## config.mk

```make
export PLATFORM = sky130hd
export DESIGN_NAME = asid_tlb
export DESIGN_NICKNAME = d
export VERILOG_FILES = /design/src/rtl/tlb_pkg.sv /design/src/rtl/tlb_rst_sync.sv /design/src/rtl/tlb_match.sv /design/src/rtl/tlb_victim.sv /design/src/rtl/asid_tlb.sv
export SDC_FILE = /design/constraint.sdc
export NUM_CORES = 1
export LEC_CHECK = 0
export BUFFER_PORTS_ARGS = -buffer_cell sky130_fd_sc_hd__buf_2
export CAP_MARGIN = 30
export CORE_MARGIN = 2
export CORE_UTILIZATION = 41
export CTS_CLUSTER_DIAMETER = 40
export DETAILED_ROUTE_END_ITERATION = 8
export PLACE_DENSITY = 0.58
export RECOVER_POWER = 100
export SETUP_SLACK_MARGIN = 0.1
export SLEW_MARGIN = 0
export SYNTH_ARGS = -nofsm -noshare
export SYNTH_HDL_FRONTEND = slang
export SYNTH_SLANG_ARGS = --single-unit
```

## constraint.sdc

```tcl
create_clock -name clk -period 3.1 [get_ports clk]
set_input_delay 0.31 -clock clk [delete_from_list [all_inputs] [get_ports clk]]
set_output_delay 0.31 -clock clk [all_outputs]
set_load 0.01 [all_outputs]
```

## src/rtl/tlb_pkg.sv

```systemverilog
package tlb_pkg;
  typedef struct packed {
    logic glob;
    logic wr_ok;
    logic usr_ok;
  } tlb_attr_t;

  function automatic int lfsr_tap(int w);
    case (w)
      2: return 0;
      3: return 1;
      4: return 2;
      5: return 2;
      default: return w - 2;
    endcase
  endfunction
endpackage

```

## src/rtl/tlb_rst_sync.sv

```systemverilog
module tlb_rst_sync (
  input  logic clk,
  input  logic rst_n,
  output logic rst_sync_n
);
  logic [1:0] sync_q;

  always_ff @(posedge clk or negedge rst_n) begin
    if (!rst_n) sync_q <= 2'b00;
    else        sync_q <= {sync_q[0], 1'b1};
  end

  assign rst_sync_n = sync_q[1];
endmodule

```

## src/rtl/tlb_match.sv

```systemverilog
module tlb_match #(
  parameter int N      = 8,
  parameter int VPN_W  = 20,
  parameter int ASID_W = 6
) (
  input  logic [N-1:0]             valid,
  input  logic [N-1:0]             glob,
  input  logic [N-1:0][VPN_W-1:0]  vpn_arr,
  input  logic [N-1:0][ASID_W-1:0] asid_arr,
  input  logic [VPN_W-1:0]         key_vpn,
  input  logic [ASID_W-1:0]        key_asid,
  input  logic                     any_asid,
  output logic [N-1:0]             match
);
  for (genvar i = 0; i < N; i++) begin : g_cmp
    logic vpn_eq, asid_ok;
    assign vpn_eq  = (vpn_arr[i] == key_vpn);
    assign asid_ok = glob[i] | any_asid | (asid_arr[i] == key_asid);
    assign match[i] = valid[i] & vpn_eq & asid_ok;
  end
endmodule

```

## src/rtl/tlb_victim.sv

```systemverilog
module tlb_victim #(
  parameter int N  = 8,
  parameter int IW = $clog2(N)
) (
  input  logic          clk,
  input  logic          rst_n,
  input  logic [N-1:0]  valid,
  output logic [IW-1:0] victim,
  output logic [IW-1:0] rnd_idx
);
  import tlb_pkg::*;
  localparam int TAP = lfsr_tap(IW);

  logic [IW-1:0] lfsr_q, lfsr_d;
  logic          lfsr_en;
  logic [IW-1:0] free_idx;
  logic          any_free;

  assign lfsr_en = 1'b1;

  always_comb begin
    lfsr_d = {lfsr_q[IW-2:0], lfsr_q[IW-1] ^ lfsr_q[TAP]};
  end

  always_ff @(posedge clk or negedge rst_n) begin
    if (!rst_n)       lfsr_q <= IW'(1);
    else if (lfsr_en) lfsr_q <= lfsr_d;
  end

  always_comb begin
    free_idx = '0;
    any_free = 1'b0;
    for (int i = N - 1; i >= 0; i--) begin
      if (!valid[i]) begin
        free_idx = IW'(i);
        any_free = 1'b1;
      end
    end
  end

  assign rnd_idx = lfsr_q;
  assign victim  = any_free ? free_idx : lfsr_q;
endmodule

```

## src/rtl/asid_tlb.sv

```systemverilog
module asid_tlb #(
  parameter int ENTRIES = 8,
  parameter int VPN_W   = 20,
  parameter int PFN_W   = 20,
  parameter int ASID_W  = 6,
  parameter int OFF_W   = 12
) (
  input  logic                   clk,
  input  logic                   rst_n,
  input  logic [VPN_W-1:0]       lk_vpn,
  input  logic [ASID_W-1:0]      lk_asid,
  input  logic [OFF_W-1:0]       lk_offset,
  input  logic                   lk_write,
  input  logic                   lk_user,
  output logic                   lk_hit,
  output logic [PFN_W-1:0]       lk_pfn,
  output logic [PFN_W+OFF_W-1:0] lk_pa,
  output logic                   lk_fault,
  input  logic                   ld_en,
  input  logic [VPN_W-1:0]       ld_vpn,
  input  logic [ASID_W-1:0]      ld_asid,
  input  logic [PFN_W-1:0]       ld_pfn,
  input  logic                   ld_global,
  input  logic                   ld_writable,
  input  logic                   ld_user,
  input  logic                   flush_all
);
  import tlb_pkg::*;
  localparam int IW = $clog2(ENTRIES);

  logic                             rst_sync_n;
  logic [ENTRIES-1:0]               valid_q, valid_d;
  logic [ENTRIES-1:0][VPN_W-1:0]    vpn_q;
  logic [ENTRIES-1:0][ASID_W-1:0]   asid_q;
  logic [ENTRIES-1:0][PFN_W-1:0]    pfn_q;
  tlb_attr_t [ENTRIES-1:0]          attr_q;
  logic [ENTRIES-1:0]               glob_vec;
  logic [ENTRIES-1:0]               hit_vec, dup_vec;
  logic [IW-1:0]                    victim, rnd_idx, fill_idx;
  logic                             wr_en;
  tlb_attr_t                        hit_attr;

  tlb_rst_sync u_rst (
    .clk        (clk),
    .rst_n      (rst_n),
    .rst_sync_n (rst_sync_n)
  );

  always_comb begin
    for (int i = 0; i < ENTRIES; i++) glob_vec[i] = attr_q[i].glob;
  end

  tlb_match #(.N(ENTRIES), .VPN_W(VPN_W), .ASID_W(ASID_W)) u_lk_match (
    .valid    (valid_q),
    .glob     (glob_vec),
    .vpn_arr  (vpn_q),
    .asid_arr (asid_q),
    .key_vpn  (lk_vpn),
    .key_asid (lk_asid),
    .any_asid (1'b0),
    .match    (hit_vec)
  );

  tlb_match #(.N(ENTRIES), .VPN_W(VPN_W), .ASID_W(ASID_W)) u_ld_match (
    .valid    (valid_q),
    .glob     (glob_vec),
    .vpn_arr  (vpn_q),
    .asid_arr (asid_q),
    .key_vpn  (ld_vpn),
    .key_asid (ld_asid),
    .any_asid (ld_global),
    .match    (dup_vec)
  );

  tlb_victim #(.N(ENTRIES), .IW(IW)) u_victim (
    .clk     (clk),
    .rst_n   (rst_sync_n),
    .valid   (valid_q),
    .victim  (victim),
    .rnd_idx (rnd_idx)
  );

  // lookup side: one-hot select of frame and attributes
  always_comb begin
    lk_pfn   = '0;
    hit_attr = '0;
    for (int i = 0; i < ENTRIES; i++) begin
      if (hit_vec[i]) begin
        lk_pfn   = lk_pfn | pfn_q[i];
        hit_attr = hit_attr | attr_q[i];
      end
    end
  end

  assign lk_hit   = |hit_vec;
  assign lk_pa    = {lk_pfn, lk_offset};
  assign lk_fault = lk_hit & ((lk_write & ~hit_attr.wr_ok) | (lk_user & ~hit_attr.usr_ok));

  // fill side: existing duplicate first, else victim picker
  always_comb begin
    fill_idx = victim;
    for (int i = ENTRIES - 1; i >= 0; i--) begin
      if (dup_vec[i]) fill_idx = IW'(i);
    end
  end

  assign wr_en = ld_en & ~flush_all;

  always_comb begin
    valid_d = valid_q;
    if (flush_all) begin
      valid_d = '0;
    end else if (ld_en) begin
      valid_d = valid_q & ~dup_vec;
      valid_d[fill_idx] = 1'b1;
    end
  end

  always_ff @(posedge clk or negedge rst_sync_n) begin
    if (!rst_sync_n) valid_q <= '0;
    else             valid_q <= valid_d;
  end

  always_ff @(posedge clk) begin
    if (wr_en) begin
      vpn_q[fill_idx]  <= ld_vpn;
      asid_q[fill_idx] <= ld_asid;
      pfn_q[fill_idx]  <= ld_pfn;
      attr_q[fill_idx] <= '{glob: ld_global, wr_ok: ld_writable, usr_ok: ld_user};
    end
  end
endmodule

```

## Yosys cells after proc, flatten, opt, wreduce, memory -nomap -nowiden

Cells that the tools add are included.

- Output and inout port bits: 54
- Flip-flop bits (word level): 405
- Bits of input ports: 93

- Reductions and logical operators: 3
- $lt $le $gt $ge: 2
- Bitwise gates (word level): 82
- Mux-type cells: 55
- Equal/unequal tests: 32

Operator list:

| operator | count |
|---|---|
| 160-bit bitwise mux | 2 |
| 20-bit equality test | 16 |
| 20-bit 2-to-1 mux | 9 |
| 20-bit OR | 7 |
| 6-bit equality test | 16 |
| 20-bit demux with 3-bit select | 1 |
| 3-bit 2-to-1 mux | 18 |
| 48-bit bitwise mux | 1 |
| 1-bit AND | 36 |
| 1-bit OR | 25 |
| 24-bit bitwise mux | 1 |
| 6-bit demux with 3-bit select | 1 |
| 2-bit 2-to-1 mux | 8 |
| 8-bit 2-to-1 mux | 2 |
| 2-bit OR | 7 |
| 3-bit demux with 3-bit select | 1 |
| 1-bit 2-to-1 mux | 9 |
| 8-bit AND | 1 |
| 8-bit NOT | 1 |
| 8-bit OR | 1 |
| 8-bit OR reduction | 1 |
| 6-bit 2-to-1 mux | 1 |
| 3-bit by 4-bit < comparator with 1-bit output, second input constant | 1 |
| 1-bit demux with 3-bit select | 1 |
| other kinds (5) | 7 |

## Longest topological paths before layout

Gate-level depths: netlist of run 1.

- Depth in word-level cells: 24
- Depth in mapped cells: 10
- Mapped depth without buffers: 8

## Hierarchy

A second synthesis of run 1 with hierarchy kept.

- Cell total of the unflattened synthesis: 1273
- Area total of the unflattened synthesis: 19154.6 um2

Modules (own cells, without submodules):

| module | cells an instance | times used | area an instance (um2) |
|---|---|---|---|
| asid_tlb | 619 | 1 | 13466.7 |
| tlb_match | 315 | 2 | 2725.1 |
| tlb_victim | 21 | 1 | 183.9 |
| tlb_rst_sync | 3 | 1 | 53.8 |

## Least setup slack after synthesis of run 1

No wires, ideal clock.

- Path kind: in2reg
- Start point: input ld_vpn[10]
- End point: register asid_q[36] (netlist name), enable pin
- Stages: 9
- Data required time: 2.644 ns
- Setup time: 0.456 ns
- Data arrival time: 4.154 ns
- Slack: -1.510 ns
- Cells stage by stage: buf_4 -> xor2_1 -> nor4_1 -> nand4_1 -> or3_4 -> nor2b_4 -> a311o_1 -> a31o_4 -> nor2_1

RTL lines:

| element | RTL line | RTL |
|---|---|---|
| start: declaration | asid_tlb.sv:20 | `input logic [VPN_W-1:0] ld_vpn,` |
| end signal: indexed assignment | asid_tlb.sv:127 | `asid_q[fill_idx] <= ld_asid;` |
| end: declaration | asid_tlb.sv:34 | `logic [ENTRIES-1:0][ASID_W-1:0] asid_q;` |

==> flow_summary.html, run 1 <==
<table>
<tr><th>Metric</th><th>Value</th></tr>
<tr><th colspan="2">Run status</th></tr>
<tr><td>Failing checks</td><td>negative setup slack</td></tr>
<tr><td>Outcome</td><td>complete, but fails checks</td></tr>
<tr><th colspan="2">Timing</th></tr>
<tr><td>Layout Skew</td><td>about 33 ps</td></tr>
<tr><td>Post-route worst hold slack</td><td>approximately 50 ps</td></tr>
<tr><td>Minimum setup slack in the final design</td><td>-116.9 ps</td></tr>
<tr><td>Worst slew margin relative to its limit</td><td>51.80%</td></tr>
<tr><td>Post-route fraction of the period consumed by the critical path</td><td>103.8%</td></tr>
<tr><td>Worst Max-Slew Pin Slew</td><td>723.1 ps</td></tr>
<tr><td>Count of endpoints failing hold in the final timing report</td><td>0</td></tr>
<tr><td>Final count of negative-setup-slack endpoints</td><td>405</td></tr>
<tr><td>Pins Over Slew Limit</td><td>0</td></tr>
<tr><td>Unrepaired setup endpoints after global routing</td><td>yes</td></tr>
<tr><td>Post-layout min period</td><td>3217 ps</td></tr>
<tr><td>Achievable frequency</td><td>between 0.3 and 0.4 GHz</td></tr>
<tr><th colspan="2">Synth</th></tr>
<tr><td>Leading cell types by total area after synthesis</td><td>sky130_fd_sc_hd__edfxtp_1, sky130_fd_sc_hd__xor2_1, sky130_fd_sc_hd__xnor2_1, sky130_fd_sc_hd__nor4_1, sky130_fd_sc_hd__a22oi_1</td></tr>
<tr><td>Simple-Gate Fraction of Synth Area</td><td>roughly 7.3%</td></tr>
<tr><td>Biggest area consumer among synthesized cells</td><td>sky130_fd_sc_hd__edfxtp_1</td></tr>
<tr><td>Sequential element share of the synthesized area</td><td>64.49%</td></tr>
<tr><td>Unique cell type count in the Yosys netlist</td><td>55</td></tr>
<tr><td>Net count after synthesis</td><td>1386</td></tr>
<tr><td>Top_reg_cell synth</td><td>sky130_fd_sc_hd__edfxtp_1</td></tr>
<tr><td>Combinational family with the most area after synthesis</td><td>XOR/XNOR gates</td></tr>
<tr><td>Post-synth ARST share</td><td>3.210%</td></tr>
<tr><td>Synth Area in XOR/XNOR</td><td>19.47%</td></tr>
<tr><td>Fraction of the mapped netlist area in adder cells</td><td>0%</td></tr>
<tr><td>YS warnings</td><td>0</td></tr>
<tr><td>Syn Std Cell Area</td><td>18760 um2</td></tr>
<tr><td>Number of synthesized flops with an enable pin</td><td>392</td></tr>
<tr><td>Share of synthesized area spent on multiplexers</td><td>0%</td></tr>
<tr><td>Seq cells post-synth</td><td>405</td></tr>
<tr><td>Mean post-synth cell area</td><td>roughly 15 um2</td></tr>
<tr><td>Synthesized-area fraction occupied by ao, oa, aoi and oai cells</td><td>5.536%</td></tr>
<tr><td>Post-synth top area share</td><td>a little over three fifths</td></tr>
<tr><td>Mapped Cells</td><td>1293</td></tr>
<tr><th colspan="2">Floorplanning</th></tr>
<tr><td>Effective utilization at floorplan</td><td>41.43%</td></tr>
<tr><td># IOs</td><td>147</td></tr>
<tr><td>Area of the die</td><td>47480 um2</td></tr>
<tr><td>Placeable core region</td><td>45280 um2</td></tr>
<tr><td>Row count</td><td>78</td></tr>
<tr><td>Height of the chip</td><td>217.9 um</td></tr>
<tr><td>Horiz. Die Dim</td><td>around 220 um</td></tr>
<tr><th colspan="2">Final layout</th></tr>
<tr><td>Fin area</td><td>26140 um2</td></tr>
<tr><td>Most common cell after layout, fill and taps aside</td><td>sky130_fd_sc_hd__edfxtp_1</td></tr>
<tr><td>Number of diodes added for antenna fixing</td><td>0</td></tr>
<tr><td>Area growth from synthesis to layout</td><td>39.32%</td></tr>
<tr><td>Final instance count without filler cells</td><td>between 2000 and 2500</td></tr>
<tr><td>Number of nets at the end of the flow</td><td>1772</td></tr>
<tr><td>Ratio of cells with drive above 1 in the final layout</td><td>33.31%</td></tr>
<tr><td>Leading cell types in the layout, fill and taps excluded</td><td>sky130_fd_sc_hd__edfxtp_1, sky130_fd_sc_hd__xor2_1, sky130_fd_sc_hd__buf_4</td></tr>
<tr><td>Number of inserted filler cells in the final layout</td><td>3570</td></tr>
<tr><th colspan="2">Power and ir drop</th></tr>
<tr><td>P per Cell Area</td><td>546.1 nW/um2</td></tr>
<tr><td>Sum of internal, switching and leakage power</td><td>0.01427 W</td></tr>
<tr><td>Maximum ir drop on the vdd rail</td><td>450.0 uV</td></tr>
<tr><td>Leakage component of the power</td><td>approximately 9.4 nW</td></tr>
<tr><th colspan="2">Clock network</th></tr>
<tr><td>CTS tree</td><td>built</td></tr>
<tr><td>Maximum root-to-sink buffer count</td><td>3</td></tr>
<tr><td>Number of clock sinks</td><td>405</td></tr>
<tr><td>Number of levels in the clock H-tree</td><td>2</td></tr>
<tr><td>Clock latency on the worst-skew pair</td><td>620 ps</td></tr>
<tr><td>Number of buffers created by CTS</td><td>60</td></tr>
<tr><td>Worst-path clk slew</td><td>60 ps</td></tr>
<tr><td>CTS root buffer</td><td>sky130_fd_sc_hd__clkbuf_16</td></tr>
<tr><th colspan="2">Global routing</th></tr>
<tr><td>First-pass GRT wire length</td><td>about 83000 um</td></tr>
<tr><td>Overall routing resource usage</td><td>roughly a quarter</td></tr>
<tr><td>Total congestion overflow</td><td>0</td></tr>
<tr><td>Antenna violations before repair</td><td>3</td></tr>
<tr><td>Via count of the first global-routing pass</td><td>12790</td></tr>
<tr><td>Maximum number of pins on one net before global-route repair</td><td>28</td></tr>
<tr><th colspan="2">Critical path</th></tr>
<tr><td>Cell with the biggest individual delay on the critical path</td><td>sky130_fd_sc_hd__or3_4</td></tr>
<tr><td>Critical Path End Type</td><td>flip-flop</td></tr>
<tr><td>Startpoint class of the critical path</td><td>flip-flop</td></tr>
<tr><td>Maximum fanout along the worst path</td><td>5</td></tr>
<tr><td>CP Data Arrival Time</td><td>3550 ps</td></tr>
<tr><td>Setup CP Type</td><td>flip-flop to flip-flop</td></tr>
<tr><td>Chain of cells forming the critical path</td><td>xor2_1 &gt; nor4_1 &gt; nand4_1 &gt; or3_4 &gt; nor2b_4 &gt; a311o_1 &gt; a31o_4 &gt; nor2_4 &gt; buf_12 &gt; buf_12 &gt; buf_16</td></tr>
<tr><td>Most Frequent Cell on Critical Path</td><td>sky130_fd_sc_hd__buf_12</td></tr>
<tr><td>Worst reg2reg path depth</td><td>11</td></tr>
<tr><td>Maximum cell stage delay along the critical path</td><td>roughly 430 ps</td></tr>
<tr><td>Required time reported for the critical path endpoint</td><td>3430 ps</td></tr>
<tr><th colspan="2">Routing</th></tr>
<tr><td>Total number of vias</td><td>12710</td></tr>
<tr><td>Remaining antenna violation count</td><td>0</td></tr>
<tr><td>Pre-Repair DR Iteration Count</td><td>5</td></tr>
<tr><td>Via/cell ratio</td><td>5.456</td></tr>
<tr><td>Initial drt markers</td><td>around 1100</td></tr>
<tr><td>Routed WL</td><td>61300 um</td></tr>
<tr><td>Number of DRC violations after detailed routing</td><td>0</td></tr>
<tr><td>Wire per inst</td><td>26.32 um</td></tr>
<tr><th colspan="2">Worst hold path</th></tr>
<tr><td>Class of the worst hold path</td><td>primary input to async pin</td></tr>
<tr><th colspan="2">Place</th></tr>
<tr><td>Detailed placer's ending HPWL</td><td>37720 um</td></tr>
<tr><td>Final GP Congestion</td><td>between 0.8 and 0.9</td></tr>
<tr><td>Post-place setup slack</td><td>-283.6 ps</td></tr>
<tr><td>Total of buffers placed on input and output ports</td><td>122</td></tr>
<tr><td>Cell Area, Placed</td><td>21470 um2</td></tr>
<tr><td># placed instances</td><td>2097</td></tr>
<tr><th colspan="2">Job</th></tr>
<tr><td>Max-cap viol count</td><td>0</td></tr>
</table>
==> registers in the layout (all words and copies together) (netlist names) <==
name and flops:
u_rst.sync_q 2, valid_q 8, asid_q 48, pfn_q 160, u_victim.rnd_idx 3, vpn_q 160, attr_q 24
==> critical path: cells and delay by family (launching register included) <==
kind	cells	cell delay (ps)
compound gates	2	680
flops	1	410
simple gates	5	1240
xor+xnor	1	210
buf+inv	3	390
==> power by group <==
part,total [W],switching (W),internal (W),leakage [nW]
Sequential,0.00613,0.0000442,0.00609,3.71
Combinational,0.00104,0.000602,0.000443,4.71
Clock,0.00709,0.00257,0.00452,1.00
Total,0.0143,0.00322,0.0111,9.43
==> final timing paths <==
| check | slack, ps | end | from |
|---|---|---|---|
| max | -120 | pfn_q[97] | vpn_q[90] |
| min | 50 | u_rst.sync_q[0] | rst_n |
| max in group asynchronous | 2490 | valid_q[6] | u_rst.sync_q[1] |
| max reg2reg | -120 | pfn_q[97] | vpn_q[90] |
| min reg2reg | 220 | valid_q[1] | u_rst.sync_q[1] |
| min in group clk | 70 | asid_q[21] | ld_asid[3] |
==> final cells by class <==
cell class	count	area [um2]	share of cell area [%]
inverters	3	11.26	0.04309
clock buffers	71	1564	5.984
flip-flops and latches	405	12100	46.29
repair buffers	426	4522	17.30
clock inverters	41	531.8	2.035
well taps	600	750.7	2.872
multi-input cells	783	6658	25.47
==> logic make-up (layout without fill, tap and decap cells) <==
group                  after synthesis  in the layout
flip-flops                         405            405
AO/OA/AOI/OAI                      130            130
other                                1              1
buffers and inverters              105            541
XOR/XNOR                           417            417
AND/OR/NAND/NOR                    235            235
==> cell usage after synthesis, types with 3 or more instances <==
cell / number
sky130_fd_sc_hd__a221oi_1: 22
sky130_fd_sc_hd__a22o_1: 22
sky130_fd_sc_hd__a22oi_1: 40
sky130_fd_sc_hd__a311o_1: 4
sky130_fd_sc_hd__a311oi_1: 3
sky130_fd_sc_hd__a31oi_1: 9
sky130_fd_sc_hd__and3_1: 4
sky130_fd_sc_hd__buf_2: 26
sky130_fd_sc_hd__buf_4: 37
sky130_fd_sc_hd__buf_6: 4
sky130_fd_sc_hd__clkbuf_1: 34
sky130_fd_sc_hd__dfrtp_1: 12
sky130_fd_sc_hd__edfxtp_1: 392
sky130_fd_sc_hd__inv_1: 3
sky130_fd_sc_hd__nand2_1: 16
sky130_fd_sc_hd__nand3_1: 36
sky130_fd_sc_hd__nand4_1: 36
sky130_fd_sc_hd__nand4b_1: 5
sky130_fd_sc_hd__nor2_1: 17
sky130_fd_sc_hd__nor2b_1: 7
sky130_fd_sc_hd__nor3_1: 22
sky130_fd_sc_hd__nor4_1: 72
sky130_fd_sc_hd__o21ai_0: 9
sky130_fd_sc_hd__o21ai_1: 5
sky130_fd_sc_hd__xnor2_1: 124
sky130_fd_sc_hd__xor2_1: 293
==> stage by stage <==
| step | utilization, % | TNS [ps] |
|---|---|---|
| floorplan | - | -29410 |
| global placement | 47.41 | -83910 |
| detailed placement | 47.41 | -83850 |
| CTS | 54.96 | -10240 |
| global route | 57.71 | -49740 |
| finish | 57.71 | -22920 |
==> per-layer routing <==
layer	GRT usage, %	part of all wire [%]	vias up
met5	0	0.041	-
met4	10.77	4.6	4
met3	3.975	6.7	146
met2	39.81	48	537
met1	31.29	40	6392
li1	-	-	5629
==> repair_timing <==
| item | CTS | global route |
|---|---|---|
| gates cloned | 17 | 34 |
| pin swaps | 37 | 37 |
| endpoints found under the hold margin | 180 | 0 |
| hold buffers | 25 | 0 |
| setup endpoints to repair | 438 | 434 |
| buffers inserted | 27 | 24 |
| resized for setup | 61 | 89 |
(Power assumes the default switching activity.)
==> run 2: changes to the inputs <==
Settings changed: CORE_UTILIZATION 41 to 60, PLACE_DENSITY 0.58 to 0.8.
==> flow_summary.html, run 2 (synthesis results as in run 1) <==
<table>
<tr><th>Metric</th><th>Value</th></tr>
<tr><th colspan="2">Floorplanning</th></tr>
<tr><td># IOs</td><td>~150</td></tr>
<tr><td>Horiz. Die Dim</td><td>between 150 and 200 um</td></tr>
<tr><td>Area of the die</td><td>32700 um2</td></tr>
<tr><td>Height of the chip</td><td>180.8 um</td></tr>
<tr><td>Effective utilization at floorplan</td><td>slightly above 60%</td></tr>
<tr><td>Placeable core region</td><td>30670 um2</td></tr>
<tr><td>Row count</td><td>64</td></tr>
<tr><th colspan="2">Critical path</th></tr>
<tr><td>Maximum fanout along the worst path</td><td>12</td></tr>
<tr><td>Critical Path End Type</td><td>flip-flop</td></tr>
<tr><td>Buffers plus inverters on the worst setup path</td><td>6</td></tr>
<tr><td>Required time reported for the critical path endpoint</td><td>3420 ps</td></tr>
<tr><td>Worst reg2reg path depth</td><td>14</td></tr>
<tr><td>Chain of cells forming the critical path</td><td>xor2_1 &gt; nor4_1 &gt; buf_4 &gt; nand3_2 &gt; or3_4 &gt; nor2b_4 &gt; a311o_1 &gt; buf_4 &gt; a31oi_4 &gt; buf_6 &gt; buf_6 &gt; nor2_4 &gt; buf_12 &gt; buf_12</td></tr>
<tr><td>Family with the most delay on the worst path</td><td>simple AND/OR/NAND/NOR gates</td></tr>
<tr><td>Register-to-register setup slack</td><td>-350 ps</td></tr>
<tr><td>Setup crit start</td><td>vpn_q[89]</td></tr>
<tr><td>Startpoint class of the critical path</td><td>flip-flop</td></tr>
<tr><td>Cell with the biggest individual delay on the critical path</td><td>sky130_fd_sc_hd__edfxtp_1</td></tr>
<tr><td>Setup CP Type</td><td>flip-flop to flip-flop</td></tr>
<tr><td>CP Data Arrival Time</td><td>3770 ps</td></tr>
<tr><td>Maximum cell stage delay along the critical path</td><td>~430 ps</td></tr>
<tr><td>Critical register-to-register path endpoint</td><td>vpn_q[66]</td></tr>
<tr><td>Reg-to-reg startpoint</td><td>vpn_q[89]</td></tr>
<tr><th colspan="2">Power and ir drop</th></tr>
<tr><td>Maximum ir drop on the vdd rail</td><td>676.2 uV</td></tr>
<tr><td>Leakage component of the power</td><td>a little under 9 nW</td></tr>
<tr><td>P per Cell Area</td><td>515.1 nW/um2</td></tr>
<tr><th colspan="2">Global routing</th></tr>
<tr><td>Overall routing resource usage</td><td>38.56%</td></tr>
<tr><td>Maximum number of pins on one net before global-route repair</td><td>24</td></tr>
<tr><td>Antenna violations before repair</td><td>3</td></tr>
<tr><td>Via count of the first global-routing pass</td><td>13670</td></tr>
<tr><td>Total congestion overflow</td><td>0</td></tr>
<tr><td>First-pass GRT wire length</td><td>92060 um</td></tr>
<tr><th colspan="2">Final layout</th></tr>
<tr><td>Ratio of cells with drive above 1 in the final layout</td><td>around 28%</td></tr>
<tr><td>Registers with the highest flip-flop counts</td><td>pfn_q x160, vpn_q x160, asid_q x48</td></tr>
<tr><td>Most common cell after layout, fill and taps aside</td><td>sky130_fd_sc_hd__edfxtp_1</td></tr>
<tr><td>Number of nets at the end of the flow</td><td>1743</td></tr>
<tr><td>Area growth from synthesis to layout</td><td>33.48%</td></tr>
<tr><td>Leading cell types in the layout, fill and taps excluded</td><td>sky130_fd_sc_hd__edfxtp_1, sky130_fd_sc_hd__xor2_1, sky130_fd_sc_hd__xnor2_1</td></tr>
<tr><td>Number of inserted filler cells in the final layout</td><td>1510</td></tr>
<tr><th colspan="2">Job</th></tr>
<tr><td>Max-cap viol count</td><td>0</td></tr>
<tr><th colspan="2">Clock network</th></tr>
<tr><td>Number of buffers created by CTS</td><td>49</td></tr>
<tr><td>Clock latency on the worst-skew pair</td><td>600 ps</td></tr>
<tr><td>Number of levels in the clock H-tree</td><td>2</td></tr>
<tr><td>CTS tree</td><td>built</td></tr>
<tr><td>Maximum root-to-sink buffer count</td><td>3</td></tr>
<tr><td>CTS root buffer</td><td>sky130_fd_sc_hd__clkbuf_16</td></tr>
<tr><td>Worst-path clk slew</td><td>60 ps</td></tr>
<tr><td>Number of clock sinks</td><td>405</td></tr>
<tr><th colspan="2">Place</th></tr>
<tr><td>Total of buffers placed on input and output ports</td><td>between 100 and 150</td></tr>
<tr><td>Final GP Congestion</td><td>0.9850</td></tr>
<tr><td>Detailed placer's ending HPWL</td><td>37750 um</td></tr>
<tr><th colspan="2">Routing</th></tr>
<tr><td>Wire per inst</td><td>34.42 um</td></tr>
<tr><td>Pre-Repair DR Iteration Count</td><td>6</td></tr>
<tr><td>Routed WL</td><td>71830 um</td></tr>
<tr><td>Via/cell ratio</td><td>6.918</td></tr>
<tr><td>Number of DRC violations after detailed routing</td><td>0</td></tr>
<tr><td>Remaining antenna violation count</td><td>0</td></tr>
<tr><td>Initial drt markers</td><td>2320</td></tr>
<tr><td>Total number of vias</td><td>14440</td></tr>
<tr><th colspan="2">Timing</th></tr>
<tr><td>Count of endpoints failing hold in the final timing report</td><td>0</td></tr>
<tr><td>Unrepaired setup endpoints after global routing</td><td>yes</td></tr>
<tr><td>Post-route worst hold slack</td><td>65.43 ps</td></tr>
<tr><td>Pins Over Slew Limit</td><td>0</td></tr>
<tr><td>Post-route fraction of the period consumed by the critical path</td><td>111.3%</td></tr>
<tr><td>Minimum setup slack in the final design</td><td>-350.3 ps</td></tr>
<tr><td>Post-layout min period</td><td>3450 ps</td></tr>
<tr><td>Worst Max-Slew Pin Slew</td><td>1005 ps</td></tr>
<tr><td>Worst slew margin relative to its limit</td><td>32.97%</td></tr>
<tr><td>Layout Skew</td><td>40.82 ps</td></tr>
<tr><td>Final count of negative-setup-slack endpoints</td><td>435</td></tr>
<tr><td>Achievable frequency</td><td>0.2898 GHz</td></tr>
<tr><td>Sum of negative setup slack</td><td>-104480 ps</td></tr>
<tr><th colspan="2">Run status</th></tr>
<tr><td>Outcome</td><td>complete, but fails checks</td></tr>
<tr><td>Failing checks</td><td>negative setup slack</td></tr>
<tr><th colspan="2">Worst hold path</th></tr>
<tr><td>Class of the worst hold path</td><td>primary input to async pin</td></tr>
</table>
-- run 2: worst max-delay path by stage --
stage	end	cells after the start
after global routing	vpn_q[66]	13
after detailed placement	pfn_q[155]	11
final	vpn_q[66]	14
after CTS	lk_pa[20]	11
after global placement	pfn_q[153]	11
after floorplan	asid_q[36]	8
-- run 2: worst register-to-register path, delay by kind of cell (launching register included) --
kind                   cells  cell delay (ps)
flip-flops                 1              430
AO/OA/AOI/OAI              2              550
buffers and inverters      6              950
AND/OR/NAND/NOR            5             1050
XOR/XNOR                   1              210
-- run 2: repair_timing --
action,in CTS,in global routing
endpoints found under the hold margin,22,0
hold buffers,7,0
resized for setup,105,88
cloned,24,24
pin swaps,45,35
endpoints found under the setup margin,438,439
setup buffers,66,16
-- run 2: layout make-up --
type	instances	area [um2]	area share, %
repair buffers	408	4038	16.13
clock inverters	32	289.0	1.154
multi-input cells	783	6823	27.25
inverters	3	11.26	0.04497
clock buffers	57	1277	5.102
well taps	396	495.5	1.979
flip-flops and latches	405	12100	48.32
diodes	3	7.507	0.02998
-- run 2: report_power, final --
part / total, W / internal, W / switching, W
clock network: 0.00567 / 0.00318 / 0.00250
logic: 0.00108 / 0.000400 / 0.000681
registers: 0.00614 / 0.00609 / 0.0000572
-- run 2: through the flow --
stage / area (um2) / util [%] / setup slack [ps] / power, W / std cells
2_1_floorplan: 18930 / - / -134.5 / 0.006714 / 1293
5_1_grt: 25040 / 81.63 / -412.3 / 0.01310 / 2086
3_5_place_dp: 21010 / 68.49 / -357.9 / 0.007120 / 1865
4_1_cts: 24340 / 79.35 / -82.34 / 0.01266 / 2051
3_3_place_gp: 21010 / 68.49 / -328.9 / 0.007103 / 1865
6_report: 25040 / 81.64 / -350.3 / 0.01290 / 2087
-- run 2: metal layers --
layer  vias up  GRT usage (%)  share of wire, %
met2      1484          60.84                45
met4         2          16.16               7.0
li1       5563              -                 -
met5         -              0             0.017
met3       352          8.486                14
met1      7037          52.25                34
